[src/rtl/ras_sig_pkg.sv]
package ras_sig_pkg;

    typedef enum logic [1:0] {
        CLS_CORR   = 2'b00,
        CLS_DEFER  = 2'b01,
        CLS_UNCORR = 2'b10,
        CLS_CRIT   = 2'b11
    } err_class_e;

    // feature build codes
    localparam logic [1:0] FEAT_NONE  = 2'b00;
    localparam logic [1:0] FEAT_BOTH  = 2'b10;
    localparam logic [1:0] FEAT_SPLIT = 2'b11;

    // control word bit positions (neighbouring software decodes these)
    localparam int B_RPT    = 0;
    localparam int B_UREC   = 2;
    localparam int B_FLT    = 3;
    localparam int B_IBR    = 4;
    localparam int B_UREC_W = 5;
    localparam int B_FLT_W  = 6;
    localparam int B_IBR_W  = 7;
    localparam int B_CEF    = 8;
    localparam int B_CEF_W  = 9;
    localparam int B_DREC   = 10;
    localparam int B_DREC_W = 11;
    localparam int B_CSRC   = 12;
    localparam int B_CRIT   = 13;
    localparam int B_DFLT   = 14;
    localparam int B_DFLT_W = 15;

    typedef struct packed {
        logic fault;
        logic recov;
        logic crit;
        logic inband;
    } sig_set_t;

    // resolve one enable for the side of the current event
    function automatic logic pick_en(logic [1:0] feat, logic lo, logic hi, logic is_wr);
        logic en;
        unique case (feat)
            FEAT_BOTH:  en = lo;
            FEAT_SPLIT: en = is_wr ? hi : lo;
            default:    en = 1'b0;
        endcase
        return en;
    endfunction

    function automatic logic [63:0] pair_bits(logic [1:0] feat, int lo, int hi);
        logic [63:0] m;
        m = '0;
        if (feat == FEAT_BOTH || feat == FEAT_SPLIT) m[lo] = 1'b1;
        if (feat == FEAT_SPLIT) m[hi] = 1'b1;
        return m;
    endfunction

    // writable-bit mask built from the feature parameters
    function automatic logic [63:0] ctl_mask(
        logic [1:0] f_rpt, logic [1:0] f_urec, logic [1:0] f_flt,
        logic [1:0] f_ibr, logic [1:0] f_cef, logic [1:0] f_drec,
        logic [1:0] f_dflt, logic [1:0] f_crit, logic has_csrc);
        logic [63:0] m;
        m = 64'hFFFF_FFFF_0000_0002;
        if (f_rpt == FEAT_BOTH)  m[B_RPT]  = 1'b1;
        if (f_crit == FEAT_BOTH) m[B_CRIT] = 1'b1;
        if (has_csrc)            m[B_CSRC] = 1'b1;
        m = m | pair_bits(f_urec, B_UREC, B_UREC_W)
              | pair_bits(f_flt,  B_FLT,  B_FLT_W)
              | pair_bits(f_ibr,  B_IBR,  B_IBR_W)
              | pair_bits(f_cef,  B_CEF,  B_CEF_W)
              | pair_bits(f_drec, B_DREC, B_DREC_W)
              | pair_bits(f_dflt, B_DFLT, B_DFLT_W);
        return m;
    endfunction

endpackage

[src/rtl/ras_ctl_reg.sv]
module ras_ctl_reg #(
    parameter int          ADDR_W  = 16,
    parameter int          REG_OFF = 8,
    parameter logic [63:0] WMASK   = 64'hFFFF_FFFF_0000_FFFF
) (
    input  logic              clk,
    input  logic              rst_n,
    input  logic              wr_en,
    input  logic [ADDR_W-1:0] addr,
    input  logic [63:0]       wdata,
    output logic [63:0]       rdata,
    output logic [15:2]       ctl_en,
    output logic              rpt_bit
);

    logic [63:0] ctl_q;
    logic        hit;

    assign hit = (addr == ADDR_W'(REG_OFF));

    always_ff @(posedge clk) begin
        if (!rst_n) begin
            ctl_q <= '0;
        end else if (wr_en && hit) begin
            ctl_q <= wdata & WMASK;
        end
    end

    assign rdata   = hit ? ctl_q : '0;
    assign ctl_en  = ctl_q[15:2];
    assign rpt_bit = ctl_q[0];

endmodule

[src/rtl/ras_evt_gate.sv]
module ras_evt_gate
    import ras_sig_pkg::*;
#(
    parameter logic [1:0] FEAT_UREC = FEAT_SPLIT,
    parameter logic [1:0] FEAT_FLT  = FEAT_SPLIT,
    parameter logic [1:0] FEAT_IBR  = FEAT_BOTH,
    parameter logic [1:0] FEAT_CEF  = FEAT_BOTH,
    parameter logic [1:0] FEAT_DREC = FEAT_SPLIT,
    parameter logic [1:0] FEAT_DFLT = FEAT_SPLIT,
    parameter logic [1:0] FEAT_CRIT = FEAT_BOTH,
    parameter bit         HAS_CSRC  = 1'b1
) (
    input  logic [15:2] ctl_en,
    input  logic        evt_valid,
    input  err_class_e  evt_class,
    input  logic        evt_is_write,
    input  logic        cnt_ovf,
    output sig_set_t    sig
);

    logic ce_evt;
    logic urec, flt, ibr, cef, drec, dflt, crit_on;
    logic is_def, is_unc;

    // corrected-event source depends on whether the selector bit is built
    generate
        if (HAS_CSRC) begin : g_csrc
            assign ce_evt = ctl_en[B_CSRC] ? (evt_valid && evt_class == CLS_CORR) : cnt_ovf;
        end else begin : g_cnt_only
            assign ce_evt = cnt_ovf;
        end
    endgenerate

    always_comb begin
        urec    = pick_en(FEAT_UREC, ctl_en[B_UREC], ctl_en[B_UREC_W], evt_is_write);
        flt     = pick_en(FEAT_FLT,  ctl_en[B_FLT],  ctl_en[B_FLT_W],  evt_is_write);
        ibr     = pick_en(FEAT_IBR,  ctl_en[B_IBR],  ctl_en[B_IBR_W],  evt_is_write);
        cef     = pick_en(FEAT_CEF,  ctl_en[B_CEF],  ctl_en[B_CEF_W],  evt_is_write);
        drec    = pick_en(FEAT_DREC, ctl_en[B_DREC], ctl_en[B_DREC_W], evt_is_write);
        dflt    = pick_en(FEAT_DFLT, ctl_en[B_DFLT], ctl_en[B_DFLT_W], evt_is_write);
        crit_on = (FEAT_CRIT == FEAT_BOTH) && ctl_en[B_CRIT];

        is_def = evt_valid && (evt_class == CLS_DEFER);
        // a critical error without its own interrupt falls back to uncorrected handling
        is_unc = evt_valid && ((evt_class == CLS_UNCORR) ||
                               ((evt_class == CLS_CRIT) && !crit_on));

        sig.fault  = (ce_evt && cef) || (is_def && (dflt ^ flt)) || (is_unc && flt);
        sig.recov  = (is_def && drec) || (is_unc && urec);
        sig.crit   = evt_valid && (evt_class == CLS_CRIT) && crit_on;
        sig.inband = evt_valid && ((evt_class == CLS_UNCORR) || (evt_class == CLS_CRIT)) && ibr;
    end

endmodule

[src/rtl/ras_irq_out.sv]
module ras_irq_out
    import ras_sig_pkg::*;
(
    input  logic     clk,
    input  logic     rst_n,
    input  logic     rpt_on,
    input  sig_set_t sig,
    output logic     fhi_irq,
    output logic     eri_irq,
    output logic     cri_irq,
    output logic     inband_err
);

    sig_set_t out_q;

    always_ff @(posedge clk) begin
        if (!rst_n) begin
            out_q <= '0;
        end else if (rpt_on) begin
            out_q <= sig;
        end else begin
            out_q <= '0;
        end
    end

    assign fhi_irq    = out_q.fault;
    assign eri_irq    = out_q.recov;
    assign cri_irq    = out_q.crit;
    assign inband_err = out_q.inband;

endmodule

[src/rtl/ras_node_sigctl.sv]
module ras_node_sigctl
    import ras_sig_pkg::*;
#(
    parameter int         ADDR_W    = 16,
    parameter int         NODE_IDX  = 1,
    parameter logic [1:0] FEAT_RPT  = FEAT_BOTH,
    parameter logic [1:0] FEAT_UREC = FEAT_SPLIT,
    parameter logic [1:0] FEAT_FLT  = FEAT_SPLIT,
    parameter logic [1:0] FEAT_IBR  = FEAT_BOTH,
    parameter logic [1:0] FEAT_CEF  = FEAT_BOTH,
    parameter logic [1:0] FEAT_DREC = FEAT_SPLIT,
    parameter logic [1:0] FEAT_DFLT = FEAT_SPLIT,
    parameter logic [1:0] FEAT_CRIT = FEAT_BOTH,
    parameter bit         HAS_CSRC  = 1'b1
) (
    input  logic              clk,
    input  logic              rst_n,
    input  logic              bus_wr_en,
    input  logic [ADDR_W-1:0] bus_addr,
    input  logic [63:0]       bus_wdata,
    output logic [63:0]       bus_rdata,
    input  logic              evt_valid,
    input  logic [1:0]        evt_class,
    input  logic              evt_is_write,
    input  logic              cnt_ovf,
    output logic              fhi_irq,
    output logic              eri_irq,
    output logic              cri_irq,
    output logic              inband_err
);

    localparam int          REG_OFF = 8 + 64 * NODE_IDX;
    localparam logic [63:0] WMASK   = ctl_mask(FEAT_RPT, FEAT_UREC, FEAT_FLT, FEAT_IBR,
                                               FEAT_CEF, FEAT_DREC, FEAT_DFLT, FEAT_CRIT,
                                               HAS_CSRC);

    logic [15:2] ctl_en;
    logic        rpt_bit;
    logic        rpt_on;
    sig_set_t    sig;

    ras_ctl_reg #(
        .ADDR_W (ADDR_W),
        .REG_OFF(REG_OFF),
        .WMASK  (WMASK)
    ) u_reg (
        .clk    (clk),
        .rst_n  (rst_n),
        .wr_en  (bus_wr_en),
        .addr   (bus_addr),
        .wdata  (bus_wdata),
        .rdata  (bus_rdata),
        .ctl_en (ctl_en),
        .rpt_bit(rpt_bit)
    );

    // a node without the reporting switch always reports
    generate
        if (FEAT_RPT == FEAT_BOTH) begin : g_rpt_sw
            assign rpt_on = rpt_bit;
        end else begin : g_rpt_fixed
            assign rpt_on = 1'b1;
        end
    endgenerate

    ras_evt_gate #(
        .FEAT_UREC(FEAT_UREC),
        .FEAT_FLT (FEAT_FLT),
        .FEAT_IBR (FEAT_IBR),
        .FEAT_CEF (FEAT_CEF),
        .FEAT_DREC(FEAT_DREC),
        .FEAT_DFLT(FEAT_DFLT),
        .FEAT_CRIT(FEAT_CRIT),
        .HAS_CSRC (HAS_CSRC)
    ) u_gate (
        .ctl_en      (ctl_en),
        .evt_valid   (evt_valid),
        .evt_class   (err_class_e'(evt_class)),
        .evt_is_write(evt_is_write),
        .cnt_ovf     (cnt_ovf),
        .sig         (sig)
    );

    ras_irq_out u_out (
        .clk       (clk),
        .rst_n     (rst_n),
        .rpt_on    (rpt_on),
        .sig       (sig),
        .fhi_irq   (fhi_irq),
        .eri_irq   (eri_irq),
        .cri_irq   (cri_irq),
        .inband_err(inband_err)
    );

endmodule

[config.mk]
export PLATFORM = sky130hd
export DESIGN_NAME = ras_node_sigctl
export DESIGN_NICKNAME = d
export VERILOG_FILES = /design/src/rtl/ras_sig_pkg.sv /design/src/rtl/ras_ctl_reg.sv /design/src/rtl/ras_evt_gate.sv /design/src/rtl/ras_irq_out.sv /design/src/rtl/ras_node_sigctl.sv
export SDC_FILE = /design/constraint.sdc
export NUM_CORES = 1
export LEC_CHECK = 0
export BUFFER_PORTS_ARGS = -buffer_cell sky130_fd_sc_hd__buf_2
export CAP_MARGIN = 20
export CORE_MARGIN = 2
export CORE_UTILIZATION = 40
export CTS_CLUSTER_DIAMETER = 200
export DETAILED_ROUTE_END_ITERATION = 8
export GPL_ROUTABILITY_DRIVEN = 0
export PLACE_DENSITY = 0.74
export SYNTH_ARGS = -nofsm -noshare
export SYNTH_HDL_FRONTEND = slang
export SYNTH_HIERARCHICAL = 1
export SYNTH_SLANG_ARGS = --single-unit
[constraint.sdc]
create_clock -name clk -period 2.7 [get_ports clk]
set_clock_uncertainty 0.15 [all_clocks]
set_input_delay 0.135 -clock clk [delete_from_list [all_inputs] [get_ports clk]]
set_output_delay 0.135 -clock clk [all_outputs]
set_load 0.1 [all_outputs]
Word-level counts from Yosys, hierarchy flattened. Cells that the tools add are included.

Bitwise logic cells: 1. Eq/ne operators: 4. Muxes and demuxes: 6. Reduce and logical (&&, ||, !) cells: 22.

Operators by type and width (count): $mux 64 (1); $eq 16x7->1 const B (1); $logic_and 1x1->1 (14); $logic_or 1x1->1 (5); $mux 1 (5); $eq 2x2->1 const B (2); $eq 2x1->1 const B (1); $logic_not 2->1 (1); $reduce_and 2->1 (1); $logic_not 1->1 (1); $xor 1x1->1 (1).

Register bits after elaboration: 50. Output and inout bits: 68. Word-level logic and storage cells: 38.

Depth between registers and ports, before layout.
Depth after elaboration: 6. Depth in mapped cells: 5. Depth with buffers taken out: 4.

Cells and area by module. Netlist, hierarchy kept.

Modules (own cells, without submodules): ras_ctl_reg (seq. area each 920.9 um^2, cells an instance 288, instances 1, area an instance 2416.1 um^2); ras_evt_gate (seq. area each 0.0 um^2, cells an instance 18, instances 1, area an instance 137.6 um^2); ras_irq_out (seq. area each 80.1 um^2, cells an instance 8, instances 1, area an instance 105.1 um^2).

Worst setup path after synthesis. Ideal clock, no wire load.

Kind: in2out. Start: input bus_addr[11]. End: output bus_rdata[0]. Slack: 667 ps. Data arrival time: 1748 ps. Stages on the path: 5. Path through: nor4b_1 > and4_1 > buf_2 > clkbuf_2 > and2_1.

Longest elaborated chain between the ends: 2.

RTL lines: start, declared (RTL line ras_node_sigctl.sv:19) `input logic [ADDR_W-1:0] bus_addr,`; $eq 16x7->1 (RTL line ras_ctl_reg.sv:19) `assign hit = (addr == ADDR_W'(REG_OFF));`; $mux 64 (RTL line ras_ctl_reg.sv:29) `assign rdata = hit ? ctl_q : '0;`; end, declared (RTL line ras_node_sigctl.sv:21) `output logic [63:0] bus_rdata,`.

Every way passes these cells.

Worst setup path in the final report.
Start: input bus_addr[11]. End: output bus_rdata[36].

The elaborated chain is that of the path after synthesis.

==> results.cfg <==
[sta]
fmax_mhz = 514
finalSetupTns_ps = 0
hold_viol = 0
worst_slew_pin_slew_ps = 822
setup_viol = 0
relSlewSlack_pct = 45.2
fin_crit_sh_pct = 72.0
fin_crit_ps = 1940
grt_setup_unrepaired = false
drv_slew = 0

[route]
vias = 2478
drt_iter0_markers = 64
drc = 0
drt_pass1_iterations = 4
drt_wl_total_um = 6720
drtAntennaViolNets = 0
viasPerCell = 4.66
routedWlPerCell_um = 12.6

[logic_synthesis]
synth_area_um2 = 2640
avgSynthCellArea_um2 = 8.47
syn_inst = 312
ys_warn_count = 6

[clocking]
cts.clk_slew.worst_paths_ps = 90
cts_resized = 0
clockBufferDepth = 2
cts.sinks = 50
cts_tree = built
cts_buffers = 5
clockRootBuffer = clkbuf_8
clkLatencyLatePin_ps = 290
htree_num_levels = 2

[worst_setup_path]
crit_chain = buf_2 -> nor4b_1 -> and4_1 -> buf_4 -> and2_1 -> buf_12
rrSetupSlack_ps = 1400
cp-start-kind = input port
reg2reg_from = u_reg/ctl_q[6]$_SDFFE_PN0P_
required_ps = 2410
crit_path_end_kind = output port
cpPeakStageDelay_ps = 370
crit_type = in2out
cp.arrival_ps = 1660
worstPathMaxFanout = 46
rr_worst_depth = 4
reg2reg_to = u_out/fhi_irq$_SDFF_PN0_
critPathSlowestCell = buf_4

[floorplan]
start_util_pct = 41.4
die_x_um = 85.3
die-area_um2 = 7280
core_um2 = 6390
ios = 156
die_h_um = 85.3
rows = 29

[global_routing]
grt_pass1_wl_um = 11000
grt_max_degree = 51
grt_pass1_vias = 2515
grt_use_total_pct = 18.5
grt.overflow.total = 0
grt_antenna_before_repair = 0

[cells_and_area]
final_cell_area_um2 = 4340
diodes = 0
fillers = 493
syn_to_final_growth_pct = 64.0
multi_input_area_um2 = 1370
regArea_um2 = 1000
layout-drive-gt1-share_pct = 29.0
nets = 542

[status]
outcome = finished clean

[placed_design]
port_buffers = 119
dpl_cell_area_um2 = 3780
hpwl_um = 4520

[pwr]
power_leakage_nw = 2.20
ir_drop_mv = 0.226
power.total_mw = 1.43
cellPowerDensity_nw_per_um2 = 329

[hold_path]
holdCritStartpoint = evt_class[1]
min_path_type = in2reg
holdPathEnd = u_out/cri_irq$_SDFF_PN0_
holdPathStages = 4

[job]
maxCapViolations = 0
-- flip-flops by register name (all words and copies together) (netlist names) --
name / count
u_reg/ctl_q: 46
u_out/cri_irq: 1
u_out/eri_irq: 1
u_out/fhi_irq: 1
u_out/inband_err: 1
-- area by class of cell --
class / instances / share of cell area, %
timing repair buffer: 167 / 40.9
sequential: 50 / 23.1
clock buffer: 5 / 1.59
clock inverter: 3 / 0.491
multi-input combinational: 230 / 31.7
tap: 77 / 2.22
-- per-stage QoR --
stage	hold slack (ps)	util, %	std cells	setup WS (ps)
4_1_cts	88.2	67.9	532	770
3_3_place_gp	229	59.3	478	781
6_report	102	67.9	532	756
5_1_grt	125	67.9	532	622
3_5_place_dp	236	59.3	478	775
2_1_floorplan	124	-	329	667
-- cells in the final DEF, fill, tap and decap left out, drive strengths merged --
cell type    instances
dlygate4sd3         46
dfxtp               50
buf                121
o21ai                1
nor4b                2
and4                 1
nor2                 1
nand3                1
and2b                1
nand2               95
and2                46
xor2                 2
nand4                1
nor4bb               1
clkinvlp             1
and3                 5
conb                18
mux2                 1
mux2i               49
o22ai                1
clkinv               2
o211ai               1
nor4                 2
nand3b               1
clkbuf               5
-- where the power goes --
part           switching (mW)  leakage [nW]  internal [mW]
clock network           0.246        0.0441          0.182
logic                   0.168          1.76         0.0934
registers          0.00000302         0.402          0.737
-- metal layers --
layer,vias up,part of all wire [%],GRT usage (%)
li1,1231,-,-
met1,1138,38,19.0
met2,95,53,35.2
met3,14,6.9,5.74
met4,0,1.8,5.77
met5,-,0,0
-- critical path: cells and delay by family --
kind	cells	cell delay (ps)
and+or+nand+nor	3	830
buffers and inverters	3	660
-- worst max path at each step --
stage / start / to / slack (ps) / depth (start not counted)
2_1_floorplan: bus_addr[11] / bus_rdata[0] / 670 / 5
3_3_place_gp: bus_addr[11] / bus_rdata[2] / 780 / 6
3_5_place_dp: bus_addr[11] / bus_rdata[32] / 770 / 6
4_1_cts: bus_addr[11] / bus_rdata[55] / 770 / 6
5_1_grt: bus_addr[11] / bus_rdata[42] / 620 / 6
6_report: bus_addr[11] / bus_rdata[36] / 760 / 6
-- what timing repair did --
item	in CTS	in global routing
hold endpoints to repair	46	0
setup buffers	0	0
hold buffers	46	0
(Power assumes the default switching activity.)
